[src/rtl/pmc_pkg.sv]
package pmc_pkg;
  typedef enum logic [1:0] {
    ST_RUN   = 2'd0,
    ST_IDLE  = 2'd1,
    ST_SLEEP = 2'd2,
    ST_STAB  = 2'd3
  } pmc_state_e;

  localparam int unsigned CTRL_IDLE_BIT = 0;
  localparam int unsigned CTRL_PD_BIT   = 1;
endpackage

[src/rtl/pmc_sync.sv]
module pmc_sync #(
  parameter int unsigned W      = 1,
  parameter int unsigned STAGES = 2
) (
  input  logic         clk_i,
  input  logic         rst_ni,
  input  logic [W-1:0] d_i,
  output logic [W-1:0] q_o
);
  // pins idle high, so reset to 1
  logic [STAGES-1:0][W-1:0] stg_q;

  always_ff @(posedge clk_i or negedge rst_ni) begin
    if (!rst_ni) stg_q <= '1;
    else         stg_q <= {stg_q[STAGES-2:0], d_i};
  end

  assign q_o = stg_q[STAGES-1];
endmodule

[src/rtl/pmc_rst_qual.sv]
module pmc_rst_qual #(
  parameter int unsigned RST_PIN_CYC = 64,
  parameter int unsigned RST_HOLD    = 12,
  parameter int unsigned MC_X1       = 12,
  parameter int unsigned MC_X2       = 6,
  parameter int unsigned IDLE_MC     = 2,
  parameter int unsigned SYNC_STAGES = 2
) (
  input  logic clk_i,
  input  logic rst_ni,
  input  logic rst_pin_ni,
  input  logic idle_i,
  input  logic x2_i,
  output logic rst_o
);
  localparam int unsigned CW      = $clog2(RST_PIN_CYC + 1);
  localparam int unsigned HW      = $clog2(RST_HOLD + 1);
  localparam int unsigned IDLE_X1 = IDLE_MC * MC_X1;
  localparam int unsigned IDLE_X2 = IDLE_MC * MC_X2;

  logic          pin_s;
  logic          pin_low;
  logic [CW-1:0] low_cnt_q;
  logic [CW-1:0] thr;
  logic          hit;
  logic [HW-1:0] hold_q;

  pmc_sync #(.W(1), .STAGES(SYNC_STAGES)) i_pin_sync (
    .clk_i (clk_i),
    .rst_ni(rst_ni),
    .d_i   (rst_pin_ni),
    .q_o   (pin_s)
  );

  assign pin_low = ~pin_s;

  // oscillator-live threshold; idle only needs two machine cycles
  always_comb begin
    if (idle_i) thr = x2_i ? CW'(IDLE_X2) : CW'(IDLE_X1);
    else        thr = CW'(RST_PIN_CYC);
  end

  always_ff @(posedge clk_i or negedge rst_ni) begin
    if (!rst_ni)                            low_cnt_q <= '0;
    else if (!pin_low)                      low_cnt_q <= '0;
    else if (low_cnt_q < CW'(RST_PIN_CYC))  low_cnt_q <= low_cnt_q + 1'b1;
  end

  assign hit = pin_low && (low_cnt_q >= thr);

  // reload while held so a mode change under reset cannot cut it short
  always_ff @(posedge clk_i or negedge rst_ni) begin
    if (!rst_ni)                       hold_q <= HW'(RST_HOLD);
    else if (hit || (rst_o && pin_low)) hold_q <= HW'(RST_HOLD);
    else if (hold_q != '0)             hold_q <= hold_q - 1'b1;
  end

  assign rst_o = (hold_q != '0);
endmodule

[src/rtl/pmc_wake.sv]
module pmc_wake #(
  parameter int unsigned N_WAKE      = 2,
  parameter int unsigned SYNC_STAGES = 2
) (
  input  logic              clk_i,
  input  logic              rst_ni,
  input  logic [N_WAKE-1:0] wake_n_i,
  input  logic [N_WAKE-1:0] wake_en_i,
  input  logic              arm_i,
  output logic              req_o,
  output logic              low_o,
  output logic              rel_o
);
  logic [N_WAKE-1:0] wake_s;
  logic [N_WAKE-1:0] raw_low;
  logic [N_WAKE-1:0] s_low;
  logic [N_WAKE-1:0] armed_q;
  logic [N_WAKE-1:0] s_rel;
  logic              rel_q;

  pmc_sync #(.W(N_WAKE), .STAGES(SYNC_STAGES)) i_wake_sync (
    .clk_i (clk_i),
    .rst_ni(rst_ni),
    .d_i   (wake_n_i),
    .q_o   (wake_s)
  );

  for (genvar i = 0; i < N_WAKE; i++) begin : g_pin
    assign raw_low[i] = wake_en_i[i] & ~wake_n_i[i];
    assign s_low[i]   = wake_en_i[i] & ~wake_s[i];
    assign s_rel[i]   = armed_q[i] & wake_s[i];

    always_ff @(posedge clk_i or negedge rst_ni) begin
      if (!rst_ni)     armed_q[i] <= 1'b0;
      else if (!arm_i) armed_q[i] <= 1'b0;
      else if (s_low[i]) armed_q[i] <= 1'b1;
    end
  end

  always_ff @(posedge clk_i or negedge rst_ni) begin
    if (!rst_ni)      rel_q <= 1'b0;
    else if (!arm_i)  rel_q <= 1'b0;
    else if (|s_rel)  rel_q <= 1'b1;
  end

  // raw path: must work while the clock is stopped
  assign req_o = |raw_low;
  assign low_o = |s_low;
  assign rel_o = rel_q;
endmodule

[src/rtl/pmc_seq.sv]
module pmc_seq
  import pmc_pkg::*;
#(
  parameter int unsigned STAB_CYCLES = 1024
) (
  input  logic       clk_i,
  input  logic       rst_ni,
  input  logic       sys_rst_i,
  input  logic       ctrl_we_i,
  input  logic [1:0] ctrl_wdata_i,
  input  logic       irq_pend_i,
  input  logic       wake_req_i,
  input  logic       wake_low_i,
  input  logic       wake_rel_i,
  input  logic       rst_pin_low_i,
  output logic [1:0] ctrl_q_o,
  output logic       idle_o,
  output logic       arm_o,
  output logic       cpu_clk_en_o,
  output logic       per_clk_en_o,
  output logic       osc_en_o
);
  localparam int unsigned SW = $clog2(STAB_CYCLES + 1);

  pmc_state_e    state_q, state_d;
  logic [SW-1:0] stab_cnt_q;
  logic          stab_done;

  assign stab_done = (stab_cnt_q == SW'(STAB_CYCLES));

  always_comb begin
    state_d = state_q;
    unique case (state_q)
      ST_RUN: begin
        if (ctrl_we_i) begin
          if (ctrl_wdata_i[CTRL_PD_BIT])        state_d = ST_SLEEP;
          else if (ctrl_wdata_i[CTRL_IDLE_BIT]) state_d = ST_IDLE;
        end
      end
      ST_IDLE:  if (irq_pend_i)               state_d = ST_RUN;
      ST_SLEEP: if (wake_low_i)               state_d = ST_STAB;
      ST_STAB:  if (stab_done && wake_rel_i)  state_d = ST_RUN;
      default:                                state_d = ST_RUN;
    endcase
    if (sys_rst_i) state_d = ST_RUN;
  end

  always_ff @(posedge clk_i or negedge rst_ni) begin
    if (!rst_ni) state_q <= ST_RUN;
    else         state_q <= state_d;
  end

  always_ff @(posedge clk_i or negedge rst_ni) begin
    if (!rst_ni)                            stab_cnt_q <= '0;
    else if (state_q != ST_STAB)            stab_cnt_q <= '0;
    else if (!stab_done)                    stab_cnt_q <= stab_cnt_q + 1'b1;
  end

  assign ctrl_q_o[CTRL_IDLE_BIT] = (state_q == ST_IDLE);
  assign ctrl_q_o[CTRL_PD_BIT]   = (state_q == ST_SLEEP) || (state_q == ST_STAB);
  assign idle_o       = (state_q == ST_IDLE);
  assign arm_o        = ctrl_q_o[CTRL_PD_BIT];
  assign cpu_clk_en_o = (state_q == ST_RUN);
  assign per_clk_en_o = (state_q == ST_RUN) || (state_q == ST_IDLE);
  assign osc_en_o     = (state_q != ST_SLEEP) || wake_req_i || rst_pin_low_i;
endmodule

[src/rtl/pwr_mode_ctrl.sv]
module pwr_mode_ctrl #(
  parameter int unsigned N_WAKE      = 2,
  parameter int unsigned STAB_CYCLES = 1024,
  parameter int unsigned RST_PIN_CYC = 64,
  parameter int unsigned RST_HOLD    = 12,
  parameter int unsigned MC_X1       = 12,
  parameter int unsigned MC_X2       = 6,
  parameter int unsigned IDLE_MC     = 2,
  parameter int unsigned SYNC_STAGES = 2
) (
  input  logic              clk_i,
  input  logic              rst_ni,
  input  logic              x2_mode_i,
  input  logic              ctrl_we_i,
  input  logic [1:0]        ctrl_wdata_i,
  output logic [1:0]        ctrl_q_o,
  input  logic              irq_pend_i,
  input  logic [N_WAKE-1:0] wake_n_i,
  input  logic [N_WAKE-1:0] wake_en_i,
  input  logic              rst_pin_ni,
  output logic              cpu_clk_en_o,
  output logic              per_clk_en_o,
  output logic              osc_en_o,
  output logic              rst_o
);
  logic idle;
  logic arm;
  logic wake_req;
  logic wake_low;
  logic wake_rel;

  pmc_rst_qual #(
    .RST_PIN_CYC(RST_PIN_CYC),
    .RST_HOLD   (RST_HOLD),
    .MC_X1      (MC_X1),
    .MC_X2      (MC_X2),
    .IDLE_MC    (IDLE_MC),
    .SYNC_STAGES(SYNC_STAGES)
  ) i_rst_qual (
    .clk_i     (clk_i),
    .rst_ni    (rst_ni),
    .rst_pin_ni(rst_pin_ni),
    .idle_i    (idle),
    .x2_i      (x2_mode_i),
    .rst_o     (rst_o)
  );

  pmc_wake #(
    .N_WAKE     (N_WAKE),
    .SYNC_STAGES(SYNC_STAGES)
  ) i_wake (
    .clk_i    (clk_i),
    .rst_ni   (rst_ni),
    .wake_n_i (wake_n_i),
    .wake_en_i(wake_en_i),
    .arm_i    (arm),
    .req_o    (wake_req),
    .low_o    (wake_low),
    .rel_o    (wake_rel)
  );

  pmc_seq #(
    .STAB_CYCLES(STAB_CYCLES)
  ) i_seq (
    .clk_i        (clk_i),
    .rst_ni       (rst_ni),
    .sys_rst_i    (rst_o),
    .ctrl_we_i    (ctrl_we_i),
    .ctrl_wdata_i (ctrl_wdata_i),
    .irq_pend_i   (irq_pend_i),
    .wake_req_i   (wake_req),
    .wake_low_i   (wake_low),
    .wake_rel_i   (wake_rel),
    .rst_pin_low_i(~rst_pin_ni),
    .ctrl_q_o     (ctrl_q_o),
    .idle_o       (idle),
    .arm_o        (arm),
    .cpu_clk_en_o (cpu_clk_en_o),
    .per_clk_en_o (per_clk_en_o),
    .osc_en_o     (osc_en_o)
  );
endmodule

[config.mk]
export PLATFORM = sky130hd
export DESIGN_NAME = pwr_mode_ctrl
export DESIGN_NICKNAME = d
export VERILOG_FILES = /design/src/rtl/pmc_pkg.sv /design/src/rtl/pmc_sync.sv /design/src/rtl/pmc_rst_qual.sv /design/src/rtl/pmc_wake.sv /design/src/rtl/pmc_seq.sv /design/src/rtl/pwr_mode_ctrl.sv
export SDC_FILE = /design/constraint.sdc
export NUM_CORES = 1
export LEC_CHECK = 0
export BUFFER_PORTS_ARGS = -buffer_cell sky130_fd_sc_hd__buf_2
export CAP_MARGIN = 20
export CORE_MARGIN = 3
export CORE_UTILIZATION = 55
export DETAILED_ROUTE_END_ITERATION = 10
export PLACE_DENSITY = 0.83
export SETUP_SLACK_MARGIN = 0.05
export SLEW_MARGIN = 20
export SYNTH_ARGS = -nofsm -noshare
export SYNTH_HDL_FRONTEND = slang
export SYNTH_HIERARCHICAL = 1
export SYNTH_SLANG_ARGS = --single-unit
[constraint.sdc]
create_clock -name clk_i -period 3.45 [get_ports clk_i]
set_input_delay 0.1725 -clock clk_i [delete_from_list [all_inputs] [get_ports clk_i]]
set_output_delay 0.1725 -clock clk_i [all_outputs]
set_load 0.01 [all_outputs]
# After elaboration in Yosys (flattened, before gate mapping)
# Index checks and enable logic that the tools add are counted.
# word_totals
rom_bits	0
reg_bits	33
elab_cells	81
latch_bits	0
output_inout_bits	6
in_bits	12
ram_bits	0
mem_count	0
# classes
magnitude_cmp	2
addsub	3
reduce_logical	16
n_eq_ne	15
div_mod_pow	0
bitwise	12
n_mux	22
shifts	0
multipliers	0
# op_table
op	n
11-bit two-way mux	2
7-bit two-way mux	3
2-bit two-way mux	7
2-bit != test (second input constant)	6
11-bit by 1-bit adder with 11-bit output (second input constant)	1
11-bit equality test (second input constant)	1
3-bit by 2-bit != test with 1-bit output (second input constant)	3
4-bit two-way mux	2
2-bit case mux with 4 select lines	1
7-bit by 1-bit adder with 7-bit output (second input constant)	1
7-bit >= comparator	1
7-bit < comparator (second input constant)	1
1-bit AND	6
1-bit two-way mux	6
1-bit NOT	6
2-bit OR reduction	3
1-bit logical OR	5
5-bit two-way mux	1
5-bit AND reduction	1
2-bit equality test (second input constant)	2
4-bit by 3-bit != test with 1-bit output (second input constant)	1
2-bit nonzero test	2
4-bit nonzero test	1
4-bit by 1-bit subtractor with 4-bit output (second input constant)	1
4 further kinds	6

# Longest topological paths before layout
# Gate-level depths: netlist (run 1).
# logic_depth
ltp_word	6
ltp_mapped	7
depth_no_buf	6

# Cells and area by module
# The synthesis (run 1) kept the hierarchy.
# by_module_without_submodules
module	seq_area_each_um2	cells_per_inst	instances	area_each_um2
pmc_seq	325.3	85	1	783.3
pmc_rst_qual	277.8	70	1	709.4
pmc_wake	75.1	13	1	138.9
pmc_sync (i_wake.i_wake_sync)	105.1	6	1	120.1
pmc_sync (i_rst_qual.i_pin_sync)	52.6	2	1	52.6
pwr_mode_ctrl	0.0	1	1	3.8

# Least setup slack after synthesis (run 1)
# No wires, ideal clock.
# synth_path
path_type	flip-flop to flip-flop
startpoint	register i_seq.state_q[0]
endpoint	register i_rst_qual.hold_q[0]
setup_ns	0.066
path_stages_with_launch	8
required_time_ns	3.384
slack_ns	1.500
t_arrival_ns	1.884
n_path_buf	1
path_cell_list	dfrtp_1 -> clkbuf_1 -> nor2b_1 -> inv_1 -> ha_1 -> nor2b_1 -> a311oi_1 -> o211a_1
# synth_via
elab_chain_len	6
elab_cells_between_ends	7
cone_classes	order compare: 1; eq/ne: 1; mux: 2; reduce/logical: 3
# synth_rtl
element	line_no	text
from (decl)	pmc_seq.sv:25	pmc_state_e state_q, state_d;
from (signal assigned)	pmc_seq.sv:50	else state_q <= state_d;
2-bit by 1-bit equality test with 1-bit output (*)	pmc_seq.sv:61	assign idle_o = (state_q == ST_IDLE);
named net idle	pwr_mode_ctrl.sv:26	logic idle;
7-bit two-way mux (*)	pmc_rst_qual.sv:39	if (idle_i) thr = x2_i ? CW'(IDLE_X2) : CW'(IDLE_X1);
7-bit >= comparator (*)	pmc_rst_qual.sv:49	assign hit = pin_low && (low_cnt_q >= thr);
1-bit logical AND (*)	pmc_rst_qual.sv:49	
1-bit logical OR (*)	pmc_rst_qual.sv:54	else if (hit || (rst_o && pin_low)) hold_q <= HW'(RST_HOLD);
4-bit two-way mux or 2-bit nonzero test (tied branches)	-	
to (signal assigned)	pmc_rst_qual.sv:53	if (!rst_ni) hold_q <= HW'(RST_HOLD);
to (signal assigned)	pmc_rst_qual.sv:54	
to (signal assigned)	pmc_rst_qual.sv:55	else if (hold_q != '0) hold_q <= hold_q - 1'b1;
to (decl)	pmc_rst_qual.sv:26	logic [HW-1:0] hold_q;
# Mark *: on every way through the listed nets, which the timed path passes. The rest lies on a longest branch.
# A chain may end at the register's enable or synchronous reset.

# Worst setup path after layout (run 1)
# layout_path
startpoint	register i_seq.state_q[1]
endpoint	register i_rst_qual.hold_q[0]
# layout_via
elab_chain_len	6
elab_cells_between_ends	7
cone_classes	order compare: 1; eq/ne: 1; mux: 2; reduce/logical: 3
# layout_rtl
element	line_no
2-bit by 1-bit equality test with 1-bit output (*)	pmc_seq.sv:61
7-bit two-way mux (*)	pmc_rst_qual.sv:39
7-bit >= comparator (*)	pmc_rst_qual.sv:49
1-bit logical AND (*)	pmc_rst_qual.sv:49
1-bit logical OR (*)	pmc_rst_qual.sv:54
4-bit two-way mux or 2-bit nonzero test (tied branches)	-
# Every way passes the cells marked *; elsewhere a longest branch is shown, timed or not.

==> impl_metrics.env, run 1 <==
export IMPL_power_leakage_nw=0.863
export IMPL_netlist_area_mm2=0.00181
export IMPL_critPathSlowestCell="dfrtp_1"
export IMPL_place_gp_congestion=0.841
export IMPL_drt_iter0_drc=30
export IMPL_die_w_um=63.3
export IMPL_synth_edf_count=0
export IMPL_rsz0062_at_grt="no"
export IMPL_whs_path_depth=3
export IMPL_wl_met1_mm=1.42
export IMPL_p_switching_mw=0.179
export IMPL_report_final_setup_viol=0
export IMPL_comb_power_share=0.113
export IMPL_synth_warnings=6
export IMPL_critical_path_buf_inv_count=1
export IMPL_grt_start_max_net_pins=34
export IMPL_routed_top_layer="met4"
export IMPL_num_rows=20
export IMPL_slew_headroom=0.532
export IMPL_syn2layout_area_growth_pct=10.3
export IMPL_cts_buffer_depth=2
export IMPL_min_path_type="input pin to register"
export IMPL_avgSynthCellArea_um2=10.2
export IMPL_path_clk_slew_ns=0.09
export IMPL_ys_types=43
export IMPL_layout_common_cells="25 x dfrtp_1, 17 x inv_1, 17 x buf_2, 13 x nor2_1"
export IMPL_p_seq_frac=0.584
export IMPL_p_int_mw=0.550
export IMPL_fin_crit_ns=2.14
export IMPL_pre_cts_ws_ns=1.37
export IMPL_period_share=0.620
export IMPL_drv_cap=0
export IMPL_num_nets_final=218
export IMPL_peakVddDrop_v=0.000264
export IMPL_whs_ns=0.194
export IMPL_critPathKind="register to register"
export IMPL_cts_resized=0
export IMPL_tritoncts="yes"
export IMPL_dr_wl_met3_um=191
export IMPL_cts_num_sinks=33
export IMPL_fp_dieH_um=63.3
export IMPL_tns_ns=0
export IMPL_powerDensity_mw_per_mm2=366
export IMPL_overflow=0
export IMPL_ys_ff_latch=33
export IMPL_run_status="complete, no violations"
export IMPL_skew_ns=0.0121
export IMPL_firstDrtPassIters=4
export IMPL_io_buffers=17
export IMPL_route_detailed_drc=0
export IMPL_routed_wl_mm=3.31
export IMPL_fin_ws_ns=1.31
export IMPL_switching_share=0.246
export IMPL_grt_pass1_vias=1369
export IMPL_ff2ff_path_depth=6
export IMPL_slew_viol_final=0
export IMPL_max_slew_worst_pin_slew_ns=0.701
export IMPL_dr_total_vias=1338
export IMPL_cp_required_ns=3.72
export IMPL_wl_met2_mm=1.64
export IMPL_ys_seq_area_frac=0.462
export IMPL_fp_dieArea_mm2=0.00401
export IMPL_synth_top_area_share=0.346
export IMPL_io_pins=18
export IMPL_arrival_ns=2.41
export IMPL_synth_flop_cell="dfrtp_1"
export IMPL_hold_viol_final=0
export IMPL_drive_gt1_frac=0.193
export IMPL_numCtsBuffers=5
export IMPL_grt_usage=0.191
export IMPL_core_mm2=0.00310
export IMPL_synth_area_leaders="dfrtp_1 35%, dfstp_2 12%, ha_1 6.9%"
export IMPL_htree_levels=2
export IMPL_via_per_inst=5.55
export IMPL_insertion_delay_ns=0.34
export IMPL_fillers=246
export IMPL_synth_async_reset_ratio=1.00
export IMPL_yosys_area_top_type="dfrtp_1"
export IMPL_path_cells="nor2b_1, inv_1, ha_1, nor2b_1, a311oi_1, o211a_1"
export IMPL_cp_end_kind="register"
export IMPL_dp_hpwl_mm=2.40
export IMPL_synth_fp_nets=199
export IMPL_antenna_found_initial=0
export IMPL_fmax_mhz=468
export IMPL_crit_path_max_fanout=13
export IMPL_cp_start_kind="register"
export IMPL_syn_inst=177
export IMPL_cp_depth=6
export IMPL_cp_slowest_stage_delay_ns=0.52
export IMPL_drtAntennaViolNets=0
export IMPL_root_buffer="clkbuf_4"
export IMPL_crit_family="compound AO/OA/AOI/OAI gates"
export IMPL_grt_pass1_wl_mm=5.89
export IMPL_clock_power_share=0.303
export IMPL_wl_per_cell_um=13.8
export IMPL_worst_path_most_repeated_cell="nor2b_1"
export IMPL_final_common_cell="dfrtp_1"
export IMPL_start_util=0.583
export IMPL_antennaDiodeCount=0
==> what timing repair did <==
action                    in CTS  in global routing
hold buffers                   4                  0
setup buffers                  0                  0
hold endpoints to repair      28                  0
==> metrics by stage <==
step | instance area (um^2) | util | instances | power, mW
4_1_cts | 1990 | 0.643 | 241 | 0.743
2_1_floorplan | 1810 | - | 177 | 0.484
3_3_place_gp | 1900 | 0.611 | 229 | 0.505
6_report | 1990 | 0.643 | 241 | 0.729
3_5_place_dp | 1900 | 0.611 | 229 | 0.512
5_1_grt | 1990 | 0.643 | 241 | 0.773
==> tightest hold or removal path, cell delays in order <==
cell     delay, ns
buf_2         0.09
and2b_1       0.12
o21a_1        0.10
==> final cells by class <==
type / instances / area [um^2] / area share
Inverter: 17 / 63.8 / 0.0320
Clock buffer: 8 / 58.8 / 0.0295
Tap cell: 44 / 55.1 / 0.0276
Multi-Input combinational cell: 118 / 856 / 0.429
Sequential cell: 33 / 836 / 0.419
Timing Repair Buffer: 21 / 125 / 0.0627
==> cells by family (layout without fill, tap and decap cells) <==
| group | after synthesis | count (layout) | share of synthesized area |
|---|---|---|---|
| AO/OA/AOI/OAI | 35 | 35 | 0.129 |
| XOR/XNOR | 7 | 7 | 0.0339 |
| adder cells (fa/ha/maj) | 10 | 10 | 0.0692 |
| buffers and inverters | 26 | 46 | 0.0644 |
| flip-flops | 33 | 33 | 0.462 |
| multiplexers | 7 | 7 | 0.0422 |
| AND/OR/NAND/NOR | 59 | 59 | 0.199 |
==> synthesized netlist by cell type (2+ instances only) <==
master / count
a21oi_1: 10
a311oi_1: 2
a31oi_1: 2
and2_1: 3
buf_4: 5
clkbuf_1: 4
dfrtp_1: 25
dfstp_2: 8
ha_1: 10
inv_1: 17
mux2i_1: 5
nand2_1: 7
nand2b_1: 3
nand3_1: 5
nand4_1: 2
nor2_1: 13
nor2b_1: 7
o211a_1: 2
o211ai_1: 2
o21a_1: 3
o21ai_0: 5
o31ai_1: 3
or3_1: 5
or4_1: 5
xnor2_1: 2
xor2_1: 5
==> layer usage <==
metal | vias up | GRT usage
met1 | 630 | 0.235
met2 | 42 | 0.316
met3 | 8 | 0.0499
met4 | 0 | 0.0809
li1 | 658 | -
met5 | - | 0
==> registers in the layout, indices dropped and copies added (netlist names) <==
| signal | count |
|---|---|
| i_wake/i_wake_sync/q_o | 2 |
| i_seq/stab_cnt_q | 11 |
| i_wake/rel_o | 1 |
| i_wake/armed_q | 2 |
| i_wake/i_wake_sync/stg_q | 2 |
| i_seq/state_q | 2 |
| i_rst_qual/hold_q | 4 |
| i_rst_qual/i_pin_sync/q_o | 1 |
| i_rst_qual/i_pin_sync/stg_q | 1 |
| i_rst_qual/low_cnt_q | 7 |
==> power groups by stage <==
stage / combinational [mW] / clock [mW] / sequential, mW
3_3_place_gp: 0.0734 / 0 / 0.432
6_report: 0.0823 / 0.221 / 0.426
3_5_place_dp: 0.0792 / 0 / 0.433
2_1_floorplan: 0.0561 / 0 / 0.428
4_1_cts: 0.0830 / 0.234 / 0.426
5_1_grt: 0.0940 / 0.250 / 0.429
==> worst paths after layout <==
check | slack [ns] | from | end
worst max register to register | 1.31 | i_seq/state_q[1] | i_rst_qual/hold_q[0]
min in group asynchronous | 0.42 | rst_ni | i_wake/rel_o
worst min-delay path | 0.19 | wake_en_i[1] | i_wake/armed_q[1]
worst max-delay path | 1.31 | i_seq/state_q[1] | i_rst_qual/hold_q[0]
max in group asynchronous | 2.58 | rst_ni | i_wake/armed_q[0]
worst min register to register | 0.36 | i_rst_qual/i_pin_sync/stg_q[0] | i_rst_qual/i_pin_sync/q_o
Note: power is estimated with default switching activity, not from simulation.
==> run 2: changes to the inputs <==
--- a/config.mk
+++ b/config.mk
@@ -5,10 +5,11 @@
 export SDC_FILE = /design/constraint.sdc
 export NUM_CORES = 1
 export LEC_CHECK = 0
+export ABC_AREA = 1
 export BUFFER_PORTS_ARGS = -buffer_cell sky130_fd_sc_hd__buf_2
 export CAP_MARGIN = 20
 export CORE_MARGIN = 3
-export CORE_UTILIZATION = 55
+export CORE_UTILIZATION = 53
 export DETAILED_ROUTE_END_ITERATION = 10
 export PLACE_DENSITY = 0.83
 export SETUP_SLACK_MARGIN = 0.05
==> constraint.sdc (replaced) <==
create_clock -name clk_i -period 1.9 [get_ports clk_i]
set_input_delay 0.095 -clock clk_i [delete_from_list [all_inputs] [get_ports clk_i]]
set_output_delay 0.095 -clock clk_i [all_outputs]
set_load 0.01 [all_outputs]
==> impl_metrics.env, run 2 <==
export IMPL_tns_ns=0
export IMPL_io_buffers=17
export IMPL_fmax_mhz=589
export IMPL_drtAntennaViolNets=0
export IMPL_comb_power_share=0.230
export IMPL_start_util=0.567
export IMPL_ys_seq_area_frac=0.431
export IMPL_largest_reg_flops=11
export IMPL_fin_ws_ns=0.202
export IMPL_top_register="i_seq/stab_cnt_q"
export IMPL_layout_common_cells="42 x inv_1, 40 x nand2_1, 25 x dfrtp_1, 19 x nor2_1, 17 x buf_2"
export IMPL_largestRegisters="i_seq/stab_cnt_q: 11 flops, i_rst_qual/low_cnt_q: 7 flops, i_rst_qual/hold_q: 4 flops"
export IMPL_critical_path_buf_inv_count=2
export IMPL_cp_end_kind="register"
export IMPL_critPathSlowestCell="dfrtp_1"
export IMPL_synth_area_leaders="dfrtp_1 32%, dfstp_2 11%, inv_1 8.1%"
export IMPL_crit_family="simple AND/OR/NAND/NOR gates"
export IMPL_critPathCapture="i_rst_qual/hold_q[2]"
export IMPL_root_buffer="clkbuf_4"
export IMPL_tritoncts="yes"
export IMPL_max_slew_worst_pin_slew_ns=0.714
export IMPL_wl_per_cell_um=11.2
export IMPL_switching_share=0.319
export IMPL_htree_levels=2
export IMPL_hold_viol_final=0
export IMPL_firstDrtPassIters=5
export IMPL_fin_util=0.641
export IMPL_regArea_um2=836
export IMPL_grt_pass1_wl_mm=6.35
export IMPL_min_path_type="input pin to register"
export IMPL_synth_edf_count=0
export IMPL_synth_warnings=6
export IMPL_r2r_end="i_rst_qual/hold_q[2]"
export IMPL_skew_ns=0.00970
export IMPL_grt_usage=0.190
export IMPL_synth_top_area_share=0.323
export IMPL_numCtsBuffers=5
export IMPL_cp_required_ns=2.18
export IMPL_pre_cts_ws_ns=0.0748
export IMPL_multi_input_area_um2=900
export IMPL_avgSynthCellArea_um2=7.91
export IMPL_die_w_um=66.5
export IMPL_cp_start_kind="register"
export IMPL_cts_buffer_depth=2
export IMPL_netlist_area_mm2=0.00194
export IMPL_startpoint="i_seq/state_q[0]"
export IMPL_stdcell_area_mm2=0.00219
export IMPL_powerDensity_mw_per_mm2=700
export IMPL_fp_dieArea_mm2=0.00442
export IMPL_dr_total_vias=1592
export IMPL_ys_ff_latch=33
export IMPL_critPathKind="register to register"
export IMPL_path_cells="inv_2, nor2_4, inv_1, or2_4, ha_4, nand3_2, nor2_2, nor2_2, nand2_2, nand2_1, nand2_1"
export IMPL_slew_headroom=0.524
export IMPL_antenna_found_initial=0
export IMPL_synth_fp_nets=267
export IMPL_ys_types=32
export IMPL_period_share=0.894
export IMPL_p_seq_frac=0.529
export IMPL_core_mm2=0.00342
export IMPL_drt_iter0_drc=70
export IMPL_io_pins=18
export IMPL_arrival_ns=1.98
export IMPL_synth_async_reset_ratio=1.00
export IMPL_dp_hpwl_mm=2.70
export IMPL_cp_slowest_stage_delay_ns=0.37
export IMPL_grt_pass1_vias=1521
export IMPL_fin_crit_ns=1.70
export IMPL_overflow=0
export IMPL_syn_inst=245
export IMPL_drv_cap=0
export IMPL_crit_path_max_fanout=4
export IMPL_final_common_cell="inv_1"
export IMPL_place_gp_congestion=0.841
export IMPL_synth_flop_cell="dfrtp_1"
export IMPL_clock_power_share=0.241
export IMPL_synth_common_cells="42 x inv_1, 40 x nand2_1, 25 x dfrtp_1"
export IMPL_reg2reg_slack_ns=0.20
export IMPL_grt_start_max_net_pins=34
export IMPL_synth_most_common_cell="inv_1"
export IMPL_drive_gt1_frac=0.250
export IMPL_cts_num_sinks=33
export IMPL_peakVddDrop_v=0.000505
export IMPL_slew_viol_final=0
export IMPL_yosys_area_top_type="dfrtp_1"
export IMPL_whs_path_depth=3
export IMPL_ff2ff_path_depth=11
export IMPL_antennaDiodeCount=0
export IMPL_fillers=292
export IMPL_routed_wl_mm=3.56
export IMPL_num_nets_final=293
export IMPL_route_detailed_drc=0
export IMPL_path_clk_slew_ns=0.10
export IMPL_run_status="complete, no violations"
export IMPL_report_final_setup_viol=0
export IMPL_p_int_mw=1.04
export IMPL_p_switching_mw=0.489
export IMPL_num_rows=21
export IMPL_placed_area_mm2=0.00206
export IMPL_r2r_start="i_seq/state_q[0]"
export IMPL_syn2layout_area_growth_pct=13.0
export IMPL_insertion_delay_ns=0.33
export IMPL_cp_depth=11
export IMPL_via_per_inst=5.01
export IMPL_rsz0062_at_grt="no"
export IMPL_fp_dieH_um=66.5
export IMPL_power_leakage_nw=1.11
==> run 2: per-stage QoR <==
| step | total power, mW | cells | hold slack [ns] |
|---|---|---|---|
| finish | 1.53 | 318 | 0.0375 |
| global route | 1.65 | 318 | 0.0167 |
| CTS | 1.55 | 317 | 0.0220 |
| detailed placement | 1.17 | 305 | 0.197 |
| global placement | 1.15 | 305 | 0.189 |
| floorplan | 1.09 | 245 | -0.201 |
==> run 2: cells by family after synthesis <==
kind of cell               after synthesis  share of synthesized area
and+or+nand+nor                        111                      0.278
buffers and inverters                   56                      0.121
DFF                                     33                      0.431
AOI/OAI and AO/OA                       31                     0.0865
adders and majority gates               10                     0.0646
xor gates and xnor gates                 4                     0.0181
==> run 2: worst min-delay path by stage <==
stage / start / to / slack, ns
floorplan: rst_ni / i_rst_qual/hold_q[0] / -0.20
global placement: rst_ni / i_wake/armed_q[0] / 0.19
detailed placement: rst_ni / i_wake/armed_q[1] / 0.20
CTS: wake_en_i[1] / i_wake/armed_q[1] / 0.02
global route: wake_en_i[1] / i_wake/armed_q[1] / 0.02
finish: wake_en_i[1] / i_wake/armed_q[1] / 0.04
==> run 2: cell type report <==
cell class | instances | area share
Clock inverter | 2 | 0.00457
Multi-Input combinational cell | 156 | 0.411
Tap cell | 46 | 0.0263
Sequential cell | 33 | 0.382
Clock buffer | 6 | 0.0189
Inverter | 50 | 0.0869
Timing Repair Buffer | 25 | 0.0709
==> run 2: layer usage <==
metal / global-route usage / up-vias / share of wire
met5: 0 / - / 0
met4: 0.0558 / 0 / 0.013
met3: 0.0607 / 7 / 0.034
met2: 0.323 / 29 / 0.49
met1: 0.230 / 738 / 0.47
li1: - / 818 / -
==> run 2: tightest hold or removal path, stage by stage <==
cell and delay, ns:
buf_2 0.11, nand2_1 0.08, a21oi_1 0.06
==> run 2: power by group through the flow <==
stage / Clock, mW / Combinational, mW / Sequential, mW
after floorplan: 0 / 0.270 / 0.817
after global placement: 0 / 0.336 / 0.819
after detailed placement: 0 / 0.345 / 0.821
after CTS: 0.388 / 0.355 / 0.808
after global routing: 0.427 / 0.404 / 0.820
final: 0.369 / 0.353 / 0.812
==> run 2: repair_timing <==
| action | in CTS | in global routing |
|---|---|---|
| hold buffers | 4 | 0 |
| hold endpoints to repair | 28 | 0 |
| endpoints found under the setup margin | 2 | 4 |
| cloned | 0 | 0 |
| resized for setup | 1 | 6 |
| setup buffers | 0 | 1 |
| pin swaps | 0 | 2 |
